## src/rtl/apb_stall_guard.sv

```systemverilog
module apb_stall_guard #(
  parameter int N_SLV     = 9,
  parameter int CNT_W     = 20,
  parameter int ADDR_W    = 4,
  parameter int DATA_W    = 32,
  parameter int THR_RST   = 'hFF,
  parameter int LIM_ADDR  = 'h0,
  parameter int FLAG_ADDR = 'h4
) (
  input  logic              clk,
  input  logic              rst_n,
  input  logic [N_SLV-1:0]  sel_i,
  input  logic              penable_i,
  input  logic [N_SLV-1:0]  slv_ready_i,
  input  logic [N_SLV-1:0]  slv_err_i,
  output logic              mst_ready_o,
  output logic              mst_err_o,
  input  logic              cfg_psel_i,
  input  logic              cfg_penable_i,
  input  logic              cfg_pwrite_i,
  input  logic [ADDR_W-1:0] cfg_paddr_i,
  input  logic [DATA_W-1:0] cfg_pwdata_i,
  output logic [DATA_W-1:0] cfg_prdata_o
);
  localparam int LIM_PAD  = DATA_W - CNT_W;
  localparam int FLAG_PAD = DATA_W - N_SLV;

  logic [CNT_W-1:0] lim_q, stall_q;
  logic [N_SLV-1:0] flag_q;
  logic             in_access, slv_done, slv_fail, expire, wr_en;
  logic             unused_wdata;

  assign in_access = penable_i && (|sel_i);
  assign slv_done  = |(sel_i & slv_ready_i);
  assign slv_fail  = |(sel_i & slv_err_i);
  assign expire    = in_access && !slv_done && (lim_q != '0) && (stall_q >= lim_q);

  assign mst_ready_o = slv_done || expire;
  assign mst_err_o   = slv_done ? slv_fail : expire;

  assign wr_en = cfg_psel_i && cfg_penable_i && cfg_pwrite_i;
  assign unused_wdata = ^cfg_pwdata_i[DATA_W-1:CNT_W];

  always_ff @(posedge clk or negedge rst_n) begin
    if (!rst_n)
      stall_q <= '0;
    else if (in_access && !slv_done && !expire)
      stall_q <= stall_q + 1'b1;
    else
      stall_q <= '0;
  end

  always_ff @(posedge clk or negedge rst_n) begin
    if (!rst_n)
      lim_q <= CNT_W'(THR_RST);
    else if (wr_en && cfg_paddr_i == ADDR_W'(LIM_ADDR))
      lim_q <= cfg_pwdata_i[CNT_W-1:0];
  end

  always_ff @(posedge clk or negedge rst_n) begin
    if (!rst_n)
      flag_q <= '0;
    else begin
      logic [N_SLV-1:0] clr;
      clr = (wr_en && cfg_paddr_i == ADDR_W'(FLAG_ADDR)) ? cfg_pwdata_i[N_SLV-1:0] : '0;
      flag_q <= (flag_q & ~clr) | (expire ? sel_i : '0);
    end
  end

  always_comb begin
    if (cfg_paddr_i == ADDR_W'(LIM_ADDR))
      cfg_prdata_o = {{LIM_PAD{1'b0}}, lim_q};
    else if (cfg_paddr_i == ADDR_W'(FLAG_ADDR))
      cfg_prdata_o = {{FLAG_PAD{1'b0}}, flag_q};
    else
      cfg_prdata_o = '0;
  end
endmodule


```

## config.mk

```make
export PLATFORM = sky130hd
export DESIGN_NAME = apb_stall_guard
export DESIGN_NICKNAME = d
export VERILOG_FILES = /design/src/rtl/apb_stall_guard.sv
export SDC_FILE = /design/constraint.sdc
export NUM_CORES = 1
export LEC_CHECK = 0
export BUFFER_PORTS_ARGS = -buffer_cell sky130_fd_sc_hd__buf_2
export CORE_MARGIN = 3
export CORE_UTILIZATION = 45
export DETAILED_ROUTE_END_ITERATION = 16
export GPL_TIMING_DRIVEN = 0
export PLACE_DENSITY = 0.71
export SYNTH_ARGS = -nofsm -noshare
export SYNTH_HDL_FRONTEND = slang
export SYNTH_SLANG_ARGS = --single-unit
```

## constraint.sdc

```tcl
create_clock -name clk -period 5.8 [get_ports clk]
set_clock_uncertainty 0.1 [all_clocks]
set_input_delay 1.16 -clock clk [delete_from_list [all_inputs] [get_ports clk]]
set_output_delay 1.16 -clock clk [all_outputs]
set_load 0.01 [all_outputs]
```

==> run metrics, run 1 <==
required time of the critical path=4.54 ns; crit-path cells=buf_2 -> a222oi_1 -> nand3_1 -> nor2_1 -> nand3_1 -> a21oi_2 -> buf_6 -> o21bai_1 -> buf_2; clk sinks=49; Antenna Nets Post-Route=0; Setup crit start kind=input port; met2 usage=33.1%; RSZ-0062 raised after global routing=no; CTS tree=done; final worst slack=1.75 ns; Post-Synth Simple-Gate Area=22.6%; router iterations before antenna repair=4; synthesized area=0.00309 mm2; XOR/XNOR share of the synthesized area=5.10%; worst vdd ir=0.000123 V; worst-margin pin slew=1.10 ns; Final #Nets=508; area of the multi-input gates=0.00165 mm2; CTS max path bufs=2; Syn-to-layout area delta=20.8%; Antenna Cells=0; syn_area_per_cell=9.60 um2; proportion of synthesized area in mux cells=0.364%; global-route wire length before repair=11.7 mm; Post-Place Setup Slack=1.74 ns; Port Buf Inserts=78; Area after DPL=0.00362 mm2; Top FF cell, synth=dfrtp_1; status=finished, final reports clean; Clock transition at path regs=0.09 ns; fraction of layout instances using a drive strength above 1=34.6%; post-synthesis compound-gate area fraction=15.4%; Buf+Inv Stages, Crit Path=3; final period utilization=69.8%; final hold slack=0.409 ns; die area=0.00790 mm2; crit path DAT=2.79 ns; #FFs+latches synth=49; critical path type=input port to primary output; Detailed Route WL=7.39 mm; asr flop ratio synth=100%; GPL Wtd Cong=0.818; CP Capture Type=primary output; met3 usage=3.69%; H-tree Lvls=2; Max-Cap Viols=0; drt wl/cell=14.9 um; die height=88.9 um; CP max stage cell=a222oi_1; EDFF count, synth=0; Tmin final=4.05 ns; num ports=103; Core ar.=0.00649 mm2; starting DRC count in detailed routing=123; register area=0.00124 mm2; initial antenna violation count=0; Max Slew Vio Count=0; Slew headroom=26.5%; CTS Root Cell=clkbuf_8; row cnt=29; post-route setup TNS=0 ns; final hold viol count=0; largest family of logic cells by synthesized area=simple AND/OR/NAND/NOR gates; Max FO, Critical Path=10; worst skew pair latency=0.30 ns; PD cells=212 mW/mm2; synth warn=0; post-cts hold buffer count=0; starting density of the core=47.6%; sequential area share after synthesis=40.0%; cts bufs inserted=5; hpwl dp=5.94 mm; met1 GRT Util=24.5%; post_cts resized=0; DR vias=2645; Adder-Cell Fraction of Synth Area=8.50%; largest net degree at the start of global routing=50; design area=0.00374 mm2; distinct cell type count after synthesis=49; f_max=247 MHz; vias in the first global route=2531; Placed Instances=488; Crit path largest cell delay=0.32 ns; family with the most delay on the worst path=compound AO/OA/AOI/OAI gates; grt total ovfl=0; Remaining DRCs=0; # fillers=588; Mapped Cells=322; Post-Layout Cell Count=496; Worst Hold Class=flip-flop to flip-flop; die width=88.9 um; post-DR vias/cell=5.33; Setup Fix Bufs, Post-CTS=0; aggregate global-route resource usage=19.2%; final setup vio count=0; Top Usage Layer GRT=met2; P_leak=0.00184 uW
-- routing by layer --
layer	part of all wire [%]	routed length (um)	vias up
met5	0	0	-
li1	-	-	1292
met3	6.2	460	10
met4	1.5	112	0
met2	47	3460	86
met1	45	3360	1257
-- final timing paths --
path | start | end | slack (ns) | cells past startpoint
setup / recovery | sel_i[1] | mst_err_o | 1.75 | 9
hold / removal | flag_q[5] | flag_q[5] | 0.41 | 1
setup reg to reg | lim_q[7] | stall_q[6] | 3.41 | 9
hold reg to reg | flag_q[5] | flag_q[5] | 0.41 | 1
max in group asynchronous | rst_n | stall_q[6] | 3.96 | 1
min in group asynchronous | rst_n | lim_q[11] | 0.96 | 1
-- synthesized netlist by cell type (5+ instances only) --
cell type | instances | area (um2)
dfrtp_1 | 41 | 1030
buf_4 | 12 | 90.1
nand2_1 | 37 | 139
ha_1 | 21 | 263
dfstp_2 | 8 | 210
nor2_1 | 10 | 37.5
inv_1 | 23 | 86.3
xor2_1 | 8 | 70.1
and2_1 | 11 | 68.8
a21oi_1 | 6 | 30.0
nand4_1 | 7 | 43.8
xnor2_1 | 10 | 87.6
a22o_1 | 18 | 158
nand3_1 | 12 | 60.1
nor2_2 | 19 | 119
nor4_1 | 5 | 31.3
o21ai_1 | 20 | 100
-- final cells by class --
| cell class | count | share of cell area, % |
|---|---|---|
| timing repair buffer | 78 | 10.4 |
| tap | 77 | 2.58 |
| clock inverter | 1 | 0.804 |
| inverter | 24 | 2.41 |
| multi-input combinational | 238 | 44.2 |
| buffer | 22 | 4.15 |
| clock buffer | 7 | 2.31 |
| sequential | 49 | 33.1 |
-- worst reg2reg max path: stages (launching register included) --
cell     delay (ns)
dfstp_2        0.57
inv_1          0.07
ha_1           0.29
nand2_1        0.07
nor3_1         0.23
a21oi_2        0.09
o311a_1        0.36
a21oi_2        0.22
buf_6          0.21
nor2_2         0.06
-- sequential cells by signal (all words and copies together) (netlist names) --
signal	flops
stall_q	20
lim_q	20
flag_q	9
-- logic make-up after synthesis --
logic type	Yosys count
mux	1
xor+xnor	18
fa+ha+maj	21
other cells	1
compound gates	64
buf+inv	46
simple gates	122
flops	49
-- report_power, final --
group | internal (uW) | leakage, uW | switching (uW)
Combinational | 57.7 | 0.00116 | 76.0
Sequential | 377 | 0.000616 | 28.3
Clock | 141 | 0.0000585 | 113
-- stage by stage --
step / power [uW] / utilization (%)
after floorplan: 483 / -
after global routing: 834 / 57.5
after global placement: 539 / 55.7
after CTS: 797 / 57.5
final: 793 / 57.5
after detailed placement: 546 / 55.7
-- placed cells by master (no fill, tap or decap), types with 18 or more instances in the layout --
cell type / instances
nand2_1: 37
buf_2: 82
o21ai_1: 20
ha_1: 21
inv_1: 23
nor2_2: 19
dfrtp_1: 41
a22o_1: 18
Note: power is estimated with default switching activity, not from simulation.
==> run 2, diff against run 1 <==
PLACE_DENSITY = 0.74   (was 0.71)
clock period = 3.6 ns   (was 5.8 ns; I/O delays follow)
==> run metrics, run 2 (synthesized netlist as in run 1, its figures left out) <==
drt wl/cell=14.5 um; Clock transition at path regs=0.08 ns; RSZ-0062 raised after global routing=no; fraction of layout instances using a drive strength above 1=34.6%; starting DRC count in detailed routing=68; cts bufs inserted=5; Antenna Cells=0; Slew headroom=27.2%; post-route setup TNS=0 ns; row cnt=29; die width=88.9 um; final setup vio count=0; Worst Hold Class=flip-flop to flip-flop; worst-margin pin slew=1.09 ns; most frequent cells in the layout=buf_2 (82), dfrtp_1 (41), nand2_1 (37); starting density of the core=47.6%; CTS tree=done; status=finished, final reports clean; clk sinks=49; Max-Cap Viols=0; worst skew pair latency=0.30 ns; Core ar.=0.00649 mm2; post-cts hold buffer count=0; CP Capture Type=primary output; router iterations before antenna repair=4; critical path type=flip-flop to primary output; Antenna Nets Post-Route=0; required time of the critical path=2.78 ns; Max FO, Critical Path=10; most common cell after layout, fill and taps aside=buf_2; Setup crit start kind=flip-flop; post-DR vias/cell=5.26; die area=0.00790 mm2; vias in the first global route=2508; global-route wire length before repair=11.5 mm; Detailed Route WL=7.19 mm; aggregate global-route resource usage=18.7%; Final #Nets=508; Port Buf Inserts=78; Placed Instances=488; GPL Wtd Cong=0.778; P_leak=0.00184 uW; DR vias=2609; Tmin final=3.44 ns; crit path DAT=2.62 ns; post_cts resized=0; Max Slew Vio Count=0; f_max=291 MHz; Remaining DRCs=0; Top Registers=lim_q x20, stall_q x20, flag_q x9; num ports=103; H-tree Lvls=2; die height=88.9 um; Setup Fix Bufs, Post-CTS=0; CTS max path bufs=2; post-layout util=57.5%; largest net degree at the start of global routing=50; Area after DPL=0.00362 mm2; grt total ovfl=0; hpwl dp=5.87 mm; design area=0.00374 mm2; final hold viol count=0; initial antenna violation count=0; worst vdd ir=0.000131 V; CTS Root Cell=clkbuf_8; Post-Layout Cell Count=496; final period utilization=95.5%; PD cells=340 mW/mm2; Syn-to-layout area delta=20.8%
[run 2: power by group]
part / leakage, uW / switching [uW] / internal [uW] / total, uW
logic: 0.00116 / 121 / 91.9 / 213
registers: 0.000616 / 44.4 / 607 / 652
clock network: 0.0000585 / 179 / 227 / 406
total: 0.00184 / 345 / 926 / 1270
[run 2: metrics by stage]
step	total power (uW)	hold WS (ns)	setup WS, ns
floorplan	778	0.324	0.742
global placement	868	0.383	0.471
detailed placement	875	0.383	0.469
CTS	1280	0.412	0.146
global route	1340	0.434	0.0223
finish	1270	0.412	0.162
[run 2: layer usage]
layer  share of wire (%)  up-vias  track usage, %  wire (um)
met5                   0        -               0          0
met4                 1.1        0            4.53         77
met3                 6.5        8            3.50        467
met2                  48       85            33.1       3460
met1                  44     1224            23.5       3190
li1                    -     1292               -          -
[run 2: worst paths after layout]
path | start | end | slack (ns) | cells after the start
max in group asynchronous | rst_n | stall_q[7] | 2.21 | 1
setup reg to reg | lim_q[7] | flag_q[6] | 1.21 | 9
min in group asynchronous | rst_n | lim_q[11] | 0.52 | 1
setup / recovery | lim_q[7] | mst_err_o | 0.16 | 10
hold / removal | flag_q[2] | flag_q[2] | 0.41 | 1
hold reg to reg | flag_q[2] | flag_q[2] | 0.41 | 1
[run 2: cell type report]
class,count,area [um2]
timing repair buffer,78,390
buffer,22,155
inverter,24,90.1
clock buffer,7,86.3
multi-input combinational,238,1650
tap,77,96.3
clock inverter,1,30.0
fill,585,2760
sequential,49,1240
[run 2: critical path: stages (launching register included)]
cell and delay (ns):
dfstp_2 0.58, inv_1 0.07, ha_1 0.29, nand2_1 0.07
nor3_1 0.24, a21oi_2 0.09, or3_1 0.39, a21oi_2 0.18
buf_6 0.16, o21bai_1 0.11, buf_2 0.14
